$ cat config.mk
export PLATFORM = sky130hd
export DESIGN_NAME = acc_datapath
export DESIGN_NICKNAME = d
export VERILOG_FILES = /design/src/rtl/acc_pkg.sv /design/src/rtl/acc_decode.sv /design/src/rtl/acc_alu.sv /design/src/rtl/acc_shift.sv /design/src/rtl/acc_datapath.sv
export SDC_FILE = /design/constraint.sdc
export NUM_CORES = 1
export LEC_CHECK = 0
export BUFFER_PORTS_ARGS = -buffer_cell sky130_fd_sc_hd__buf_2
export CAP_MARGIN = 15
export CELL_PAD_IN_SITES_DETAIL_PLACEMENT = 1
export CELL_PAD_IN_SITES_GLOBAL_PLACEMENT = 1
export CORE_UTILIZATION = 43
export DETAILED_ROUTE_END_ITERATION = 10
export GPL_TIMING_DRIVEN = 1
export PLACE_DENSITY = 0.92
export SLEW_MARGIN = 5
export SYNTH_ARGS = -nofsm -noshare
export SYNTH_HDL_FRONTEND = slang
export SYNTH_HIERARCHICAL = 1
export SYNTH_SLANG_ARGS = --single-unit
$ cat constraint.sdc
create_clock -name clk -period 6.5 [get_ports clk]
set_input_delay 0.65 -clock clk [delete_from_list [all_inputs] [get_ports clk]]
set_output_delay 0.65 -clock clk [all_outputs]
set_load 0.03 [all_outputs]
$ cat src/rtl/acc_pkg.sv
package acc_pkg;

    localparam int OP_W = 8;

    typedef enum logic [2:0] {
        ALU_PASS_A = 3'b000,
        ALU_PASS_B = 3'b001,
        ALU_SUB    = 3'b010,
        ALU_ADD    = 3'b011,
        ALU_AND    = 3'b100,
        ALU_OR     = 3'b101,
        ALU_XOR    = 3'b110,
        ALU_ONES   = 3'b111
    } alu_fn_e;

    typedef enum logic [2:0] {
        SH_PASS = 3'b000,
        SH_SHL  = 3'b001,
        SH_SHR  = 3'b010,
        SH_RLC  = 3'b011,
        SH_RRC  = 3'b100,
        SH_ROL  = 3'b101,
        SH_ROR  = 3'b110,
        SH_ASR  = 3'b111
    } shift_fn_e;

    typedef struct packed {
        logic      a_from_shift;
        alu_fn_e   alu;
        shift_fn_e sh;
        logic      cin_from_c;
    } opcode_t;

endpackage

$ cat src/rtl/acc_decode.sv
module acc_decode
    import acc_pkg::*;
(
    input  logic [OP_W-1:0] ir,
    output logic            a_from_shift,
    output alu_fn_e         alu_fn,
    output shift_fn_e       sh_fn,
    output logic            cin_from_c
);
    opcode_t fields;

    assign fields       = opcode_t'(ir);
    assign a_from_shift = fields.a_from_shift;
    assign alu_fn       = fields.alu;
    assign sh_fn        = fields.sh;
    assign cin_from_c   = fields.cin_from_c;
endmodule

$ cat src/rtl/acc_alu.sv
module acc_alu
    import acc_pkg::*;
#(
    parameter int W = 8
) (
    input  logic [W-1:0] a,
    input  logic [W-1:0] b,
    input  logic         cin,
    input  alu_fn_e      fn,
    output logic [W-1:0] y,
    output logic         cout
);
    logic [W-1:0] op_x, op_y, sum;
    logic [W:0]   cc;

    // operand steering for the shared adder
    always_comb begin
        op_x = '0;
        op_y = '0;
        unique case (fn)
            ALU_PASS_A: op_x = a;
            ALU_PASS_B: op_y = b;
            ALU_SUB:    begin op_x = a; op_y = ~b; end
            ALU_ADD:    begin op_x = a; op_y = b;  end
            default:    begin op_x = '0; op_y = '0; end
        endcase
    end

    assign cc[0] = cin;
    generate
        for (genvar gi = 0; gi < W; gi++) begin : g_ripple
            assign sum[gi]  = op_x[gi] ^ op_y[gi] ^ cc[gi];
            assign cc[gi+1] = (op_x[gi] & op_y[gi]) | (cc[gi] & (op_x[gi] ^ op_y[gi]));
        end
    endgenerate

    always_comb begin
        y    = sum;
        cout = cc[W];
        unique case (fn)
            ALU_PASS_A, ALU_PASS_B, ALU_SUB, ALU_ADD: begin
                y    = sum;
                cout = cc[W];
            end
            ALU_AND:  begin y = a & b; cout = 1'b0; end
            ALU_OR:   begin y = a | b; cout = 1'b0; end
            ALU_XOR:  begin y = a ^ b; cout = 1'b0; end
            ALU_ONES: begin y = '1;    cout = 1'b0; end
            default:  begin y = '0;    cout = 1'b0; end
        endcase
    end
endmodule

$ cat src/rtl/acc_shift.sv
module acc_shift
    import acc_pkg::*;
#(
    parameter int W = 8
) (
    input  logic [W-1:0] y,
    input  logic         k,
    input  shift_fn_e    fn,
    output logic [W-1:0] q,
    output logic         kout
);
    always_comb begin
        q    = y;
        kout = k;
        unique case (fn)
            SH_PASS: begin q = y;                   kout = k;      end
            SH_SHL:  begin q = {y[W-2:0], 1'b0};    kout = y[W-1]; end
            SH_SHR:  begin q = {1'b0, y[W-1:1]};    kout = y[0];   end
            SH_RLC:  begin q = {y[W-2:0], k};       kout = y[W-1]; end
            SH_RRC:  begin q = {k, y[W-1:1]};       kout = y[0];   end
            SH_ROL:  begin q = {y[W-2:0], y[W-1]};  kout = k;      end
            SH_ROR:  begin q = {y[0], y[W-1:1]};    kout = k;      end
            SH_ASR:  begin q = {y[W-1], y[W-1:1]};  kout = y[0];   end
            default: begin q = y;                   kout = k;      end
        endcase
    end
endmodule

$ cat src/rtl/acc_datapath.sv
module acc_datapath
    import acc_pkg::*;
#(
    parameter int W = 8
) (
    input  logic            clk,
    input  logic            rst,
    input  logic            ld_ir,
    input  logic            ld_a,
    input  logic            ld_b,
    input  logic            ld_res,
    input  logic [W-1:0]    data_in,
    output logic [OP_W-1:0] ir_q,
    output logic [W-1:0]    a_q,
    output logic [W-1:0]    b_q,
    output logic [W-1:0]    res_q,
    output logic            carry_q
);
    localparam int IRB = OP_W;

    logic      a_from_shift, cin_from_c, alu_k, sh_k, cin;
    alu_fn_e   alu_fn;
    shift_fn_e sh_fn;
    logic [W-1:0] alu_y, sh_q, a_next;

    acc_decode u_dec (
        .ir          (ir_q),
        .a_from_shift(a_from_shift),
        .alu_fn      (alu_fn),
        .sh_fn       (sh_fn),
        .cin_from_c  (cin_from_c)
    );

    assign cin = cin_from_c ? carry_q : 1'b0;

    acc_alu #(.W(W)) u_alu (
        .a   (a_q),
        .b   (b_q),
        .cin (cin),
        .fn  (alu_fn),
        .y   (alu_y),
        .cout(alu_k)
    );

    acc_shift #(.W(W)) u_sh (
        .y   (alu_y),
        .k   (alu_k),
        .fn  (sh_fn),
        .q   (sh_q),
        .kout(sh_k)
    );

    assign a_next = a_from_shift ? sh_q : data_in;

    always_ff @(posedge clk) begin
        if (rst) begin
            ir_q    <= '0;
            a_q     <= '0;
            b_q     <= '0;
            res_q   <= '0;
            carry_q <= 1'b0;
        end else begin
            if (ld_ir)  ir_q  <= data_in[IRB-1:0];
            if (ld_a)   a_q   <= a_next;
            if (ld_b)   b_q   <= data_in;
            if (ld_res) res_q <= sh_q;
            // result capture has priority over the clear from a B load
            if (ld_res)    carry_q <= sh_k;
            else if (ld_b) carry_q <= 1'b0;
        end
    end

    assert_reset_R1: assert property (@(posedge clk)
        rst |=> (ir_q == '0 && a_q == '0 && b_q == '0 && res_q == '0 && !carry_q));

    assert_a_hold_R2: assert property (@(posedge clk) disable iff (rst)
        !ld_a |=> $stable(a_q));

    assert_res_hold_R2: assert property (@(posedge clk) disable iff (rst)
        !ld_res |=> $stable(res_q));

    assert_ir_load_R3: assert property (@(posedge clk) disable iff (rst)
        ld_ir |=> ir_q == $past(data_in[IRB-1:0]));

    assert_a_from_bus_R4: assert property (@(posedge clk) disable iff (rst)
        (ld_a && !ir_q[IRB-1]) |=> a_q == $past(data_in));

    assert_ones_R5: assert property (@(posedge clk) disable iff (rst)
        (ld_res && ir_q[6:4] == 3'b111 && ir_q[3:1] == 3'b000) |=> (res_q == '1 && !carry_q));

    assert_c_clear_R8: assert property (@(posedge clk) disable iff (rst)
        (ld_b && !ld_res) |=> !carry_q);
endmodule

# [Word level (Yosys, flattened, before mapping)]
# Cells that the tools add are included.
# Widths: inputs -> output; s select.
[word_totals] wordCells=83 out_inout_bits=33 register_bits=33 in_bits=14
[op_classes] reduce_logical=10 eq_ne=14 n_mux=10 bitwise_logic=44
[op_table] op="$pmux 8 s8" n=1
[op_table] op="$pmux 8 s5" n=1
[op_table] op="$eq 3x3->1 const B" n=8
[op_table] op="$and 1x1->1" n=16
[op_table] op="$mux 8" n=2
[op_table] op="$pmux 8 s2" n=1
[op_table] op="$xor 1x1->1" n=16
[op_table] op="$eq 3x2->1 const B" n=4
[op_table] op="$reduce_or 3->1" n=3
[op_table] op="$and 8x8->8" n=1
[op_table] op="$not 8->8" n=1
[op_table] op="$or 1x1->1" n=8
[op_table] op="$or 8x8->8" n=1
[op_table] op="$reduce_or 4->1" n=2
[op_table] op="$xor 8x8->8" n=1
[op_table] op="$eq 3x1->1 const B" n=2
[op_table] op="$logic_not 3->1" n=2
[op_table] op="$reduce_or 2->1" n=2
[op_table] op="$mux 1" n=3
[op_table] op="$pmux 1 s3" n=1
[op_table] op="$pmux 1 s2" n=1
[op_table] op="$reduce_bool 2->1" n=1

# [Longest topological paths before layout]
[depth] ltp_word=23 depth_mapped=24 mapped_depth_nobuf=21

# [Hierarchy]
# Netlist, hierarchy kept.
[modules_own_cells] mod="acc_datapath" cells_per_inst=119 area_per_inst_um2=1257.5 n_inst=1 seq_area_each_um2=660.6
[modules_own_cells] mod="acc_alu" cells_per_inst=122 area_per_inst_um2=1048.5 n_inst=1 seq_area_each_um2=0.0
[modules_own_cells] mod="acc_shift" cells_per_inst=61 area_per_inst_um2=397.9 n_inst=1 seq_area_each_um2=0.0
[modules_own_cells] mod="acc_decode" cells_per_inst=8 area_per_inst_um2=60.1 n_inst=1 seq_area_each_um2=0.0

# [Least setup slack after synthesis]
# No wires, ideal clock.
[synth_path] kind="reg2reg" start="register ir_q[5]" end="register a_q[7]" required_time_ps=6414 t_arrival_ps=5255 path_buffers=3 synth_period_minus_slack_ps=5341 path_stages_with_launch=25 slack_ps=1159 setup_time_ps=86 cell_sequence="dfxtp_1 > buf_4 > buf_6 > buf_6 > nor3b_1 > o21ai_0 > fa_1 > inv_1 > fa_1 > inv_1 > fa_1 > inv_1 > fa_1 > fa_1 > fa_1 > fa_1 > inv_1 > fa_1 > nor2b_1 > a211oi_2 > or3b_2 > a21oi_1 > a221o_1 > mux2i_1 > a211oi_1"
[synth_between] word_cells_on_any_way=53 cone_classes="eq/ne (7); mux (6); bitwise (35); reduce/logical (5)"
[synth_lines] item="from (decl)" line_no="acc_datapath.sv:13" text="output logic [OP_W-1:0] ir_q,"
[synth_lines] item="from (signal assigned)" line_no="acc_datapath.sv:63" text="if (ld_ir) ir_q <= data_in[IRB-1:0];"
[synth_lines] item="$eq 3x1->1, or another cell as far along" line_no="acc_alu.sv:20, acc_alu.sv:40"
[synth_lines] item="$reduce_or 2->1 (no line) or $reduce_or 3->1 (tied branches)"
[synth_lines] item="$pmux 8 s2 or $mux 8 (tied branches)" line_no="acc_alu.sv:20" text="unique case (fn)"
[synth_lines] item="$xor 1x1->1" line_no="acc_alu.sv:33" text="assign cc[gi+1] = (op_x[gi] & op_y[gi]) | (cc[gi] & (op_x[gi] ^ op_y[gi]));"
[synth_lines] item="$and 1x1->1" line_no="acc_alu.sv:33"
[synth_lines] item="$or 1x1->1" line_no="acc_alu.sv:33"
[synth_lines] item="$and 1x1->1" line_no="acc_alu.sv:33"
[synth_lines] item="$or 1x1->1" line_no="acc_alu.sv:33"
[synth_lines] item="[8 not listed]"
[synth_lines] item="$and 1x1->1" line_no="acc_alu.sv:33"
[synth_lines] item="$or 1x1->1" line_no="acc_alu.sv:33"
[synth_lines] item="$xor 1x1->1" line_no="acc_alu.sv:32" text="assign sum[gi] = op_x[gi] ^ op_y[gi] ^ cc[gi];"
[synth_lines] item="$pmux 8 s5 *" line_no="acc_alu.sv:40" text="unique case (fn)"
[synth_lines] item="via alu_y[7]" line_no="acc_datapath.sv:24" text="logic [W-1:0] alu_y, sh_q, a_next;"
[synth_lines] item="$pmux 8 s8 *" line_no="acc_shift.sv:15" text="unique case (fn)"
[synth_lines] item="via sh_q[7]" line_no="acc_datapath.sv:24"
[synth_lines] item="$mux 8 *" line_no="acc_datapath.sv:53" text="assign a_next = a_from_shift ? sh_q : data_in;"
[synth_lines] item="to (signal assigned)" line_no="acc_datapath.sv:64" text="if (ld_a) a_q <= a_next;"
[synth_lines] item="to (decl)" line_no="acc_datapath.sv:14" text="output logic [W-1:0] a_q,"
# The timed path passes the listed nets; every way through them passes the cells marked *.
# A chain may end at the register's enable or synchronous reset.

# [Worst setup path in the final report]
[layout_path] start="register ir_q[4]" end="register a_q[7]"
# Same word-level chain as after synthesis.

==> reports/results.ini <==
[grt]
grt_pass1_wl_mm = 12.8
grt.total_usage_pct = 25.8
grt_pass1_vias = 2454
grt_max_degree = 34
globalRouteOverflowTotal = 0
antenna_found_initial = 0

[floorplan]
dieArea_um2 = 6750
die_y_um = 82.2
row_count = 28
fp.dieW_um = 82.2
initial_core_util_pct = 45.6
io_pins = 47
core_um2 = 6060

[worst_setup_path]
cp-endpoint = a_q[7]$_SDFFE_PP0P_
path_buf_inv = 4
crit_family = adder cells
rr_startpoint = ir_q[4]$_SDFFE_PP0P_
critPathArrivalTime_ns = 6.05
worstPathRequired_ns = 6.71
rrSetupSlack_ns = 0.66
startpoint = ir_q[4]$_SDFFE_PP0P_
reg2reg_to = a_q[7]$_SDFFE_PP0P_
cp-end-kind = flop
cp_slowest_cell = dfxtp_1
crit_type = reg2reg
cp_common_cell = fa_1
critPathMaxFanout = 16
r2r_cells = 21
max_stage_delay_ns = 0.63
path_depth = 21
cp-start-kind = flop
path_cells = nand2b_1 -> nand3_1 -> fa_1 -> inv_1 -> fa_1 -> inv_1 -> fa_1 -> inv_1 -> fa_1 -> fa_1 -> fa_1 -> fa_1 -> inv_1 -> fa_1 -> nor2b_1 -> a211oi_2 -> or3b_2 -> a21oi_1 -> a221o_1 -> mux2i_1 -> a211oi_1

[clocking]
h-tree-depth = 2
numCtsBuffers = 5
cts.sinks = 33
insertion_delay_ns = 0.29
cts_setup_buffers = 0
cts_tree = yes
cts_hold_buffers = 0
clk_pin_slew_ns = 0.08
cts_resized = 0
cts_root_buffer = clkbuf_8
ctsLongestPathBuffers = 2

[sta]
tns_ns = 0
fin_crit_ns = 5.84
slew_headroom_pct = 37.5
report.final.slew_viol_count = 0
max_freq_mhz = 171
period_share_pct = 89.9
hold_viol = 0
setup_viol = 0
finClkSkew_ns = 0.0107
worst_pin_slew_ns = 0.936
rsz0062_at_grt = false

[placed_design]
placed_area_um2 = 2850
portBuffers = 46
dp_cells = 403
dp_hpwl_mm = 5.83
gp_congestion = 0.881

[synthesis]
yosys.cell_types.count = 43
yosys_warnings = 6
netlist_top_cells_area = dfxtp_1 24%, mux2i_1 15%, ha_1 7.2%, fa_1 5.8%, nor2_1 5.6%
ys_seq_elements = 33
yosys.area.top_type = dfxtp_1
syn-num-nets = 348
netlist_instances = 310
synthDominantCellAreaShare_pct = 23.9
netlist_area_um2 = 2760
ys_seq_area_share_pct = 23.9
syn_avg_cell_area_um2 = 8.92

[layout]
nets = 373
area_growth_pct = 8.06
fillers = 731
fin_cells = 411
stdcell_area_um2 = 2990
n_antenna_cell = 0
drive_gt1_share_pct = 23.5

[route]
vias_per_cell = 5.89
drcViolationCount = 0
antenna_left = 0
wl_per_cell_um = 20.2
first_iter_violations = 155
first_pass_iters = 4
via_count = 2420
wl_mm = 8.32

[pwr]
seq_power_share_pct = 34.7
p_leak_nw = 1.37
power_density_nw_per_um2 = 234
p_sw_w = 0.000247
p_comb_share_pct = 31.0
peakVddDrop_v = 0.000149
power.share.clock_pct = 34.3
internal-power_w = 0.000451
swShare_pct = 35.4

[min_path]
min_path_type = reg2reg

[run]
drv_cap = 0

[outcome]
status = complete, no violations

==> state kept, by name, summed over array words and instances (netlist names) <==
signal and cells:
a_q 8, b_q 8, carry_q 1, ir_q 8, res_q 8
==> final cells by class <==
cell class | instances | area (um2) | area share (%)
Inverter | 31 | 116 | 3.90
Clock buffer | 5 | 68.8 | 2.30
Timing Repair Buffer | 49 | 253 | 8.46
Tap cell | 75 | 93.8 | 3.14
Sequential cell | 33 | 661 | 22.1
Multi-Input combinational cell | 215 | 1730 | 57.8
Clock inverter | 3 | 68.8 | 2.30
==> kinds of logic (layout without fill, tap and decap cells) <==
family | Yosys count | count (layout) | share of synthesized area, %
flip-flops | 33 | 33 | 23.9
buffers and inverters | 62 | 88 | 13.7
AO/OA/AOI/OAI | 45 | 45 | 12.7
adder cells (fa/ha/maj) | 25 | 25 | 13.4
AND/OR/NAND/NOR | 103 | 103 | 21.0
multiplexers | 42 | 42 | 15.3
==> placed cells by master (no fill, tap or decap), drive strengths merged <==
master	instances
maj3	1
nand3	4
mux2i	41
nor3	5
and3b	1
ha	16
nor2	41
a31oi	1
or2b	5
a221oi	6
nand2	9
fa	8
a221o	1
nand2b	5
and2	5
dfxtp	33
or3b	7
bufinv	2
o21ai	5
a211oi	16
a32oi	1
a21oi	13
nor2b	4
o22ai	1
and4b	8
a2bb2oi	1
or3	6
buf	49
mux2	1
nor3b	3
inv	32
clkbuf	5
==> stage by stage <==
step | power (W) | setup slack, ns | hold slack [ns] | util (%)
finish | 0.000698 | 0.659 | 0.493 | 49.3
global route | 0.000727 | 0.466 | 0.541 | 49.3
CTS | 0.000698 | 0.745 | 0.498 | 49.3
detailed placement | 0.000454 | 0.854 | 0.480 | 47.0
global placement | 0.000442 | 1.24 | 0.472 | 47.0
floorplan | 0.000402 | 1.16 | 0.630 | -
==> power groups by stage <==
| stage | clock [W] | combinational (W) | sequential, W |
|---|---|---|---|
| finish | 0.000239 | 0.000216 | 0.000242 |
| global route | 0.000253 | 0.000229 | 0.000245 |
| CTS | 0.000243 | 0.000212 | 0.000242 |
| detailed placement | 0 | 0.000207 | 0.000247 |
| global placement | 0 | 0.000197 | 0.000245 |
| floorplan | 0 | 0.000136 | 0.000266 |
==> worst min path at each step <==
stage | startpoint | end | slack [ns] | depth (start not counted)
global route | res_q[4]$_SDFFE_PP0P_ | res_q[4]$_SDFFE_PP0P_ | 0.54 | 2
detailed placement | res_q[1]$_SDFFE_PP0P_ | res_q[1]$_SDFFE_PP0P_ | 0.48 | 2
floorplan | a_q[6]$_SDFFE_PP0P_ | a_q[6]$_SDFFE_PP0P_ | 0.63 | 2
CTS | res_q[1]$_SDFFE_PP0P_ | res_q[1]$_SDFFE_PP0P_ | 0.50 | 2
global placement | res_q[4]$_SDFFE_PP0P_ | res_q[4]$_SDFFE_PP0P_ | 0.47 | 2
finish | res_q[1]$_SDFFE_PP0P_ | res_q[1]$_SDFFE_PP0P_ | 0.49 | 2
==> metal layers <==
layer	routed length [um]	global-route usage (%)	up-vias
li1	-	-	1099
met1	3490	31.9	1192
met2	4060	43.1	101
met3	469	5.38	28
met4	299	11.6	0
met5	0	0	-
==> Yosys cell counts (all sizes together) <==
| master | n |
|---|---|
| o22ai | 1 |
| buf | 27 |
| nor2b | 4 |
| or3b | 7 |
| a2bb2oi | 1 |
| maj3 | 1 |
| a221o | 1 |
| a31oi | 1 |
| clkbuf | 4 |
| ha | 16 |
| a211oi | 16 |
| nand3 | 4 |
| nor3b | 3 |
| o21ai | 5 |
| nor3 | 5 |
| nor2 | 41 |
| or3 | 6 |
| dfxtp | 33 |
| or2b | 5 |
| a32oi | 1 |
| fa | 8 |
| a21oi | 13 |
| and2 | 5 |
| nand2 | 9 |
| and4b | 8 |
| a221oi | 6 |
| mux2i | 41 |
| inv | 31 |
| mux2 | 1 |
| nand2b | 5 |
| and3b | 1 |
==> worst register-to-register path, stage by stage (launching register included) <==
cell	delay, ns
dfxtp_1	0.63
nand2b_1	0.25
nand3_1	0.19
fa_1	0.19
inv_1	0.05
fa_1	0.35
inv_1	0.08
fa_1	0.17
inv_1	0.05
fa_1	0.37
fa_1	0.41
fa_1	0.41
fa_1	0.40
inv_1	0.09
fa_1	0.42
nor2b_1	0.16
a211oi_2	0.31
or3b_2	0.52
a21oi_1	0.19
a221o_1	0.18
mux2i_1	0.09
a211oi_1	0.25
No activity file was read; power rests on OpenSTA's default activity.
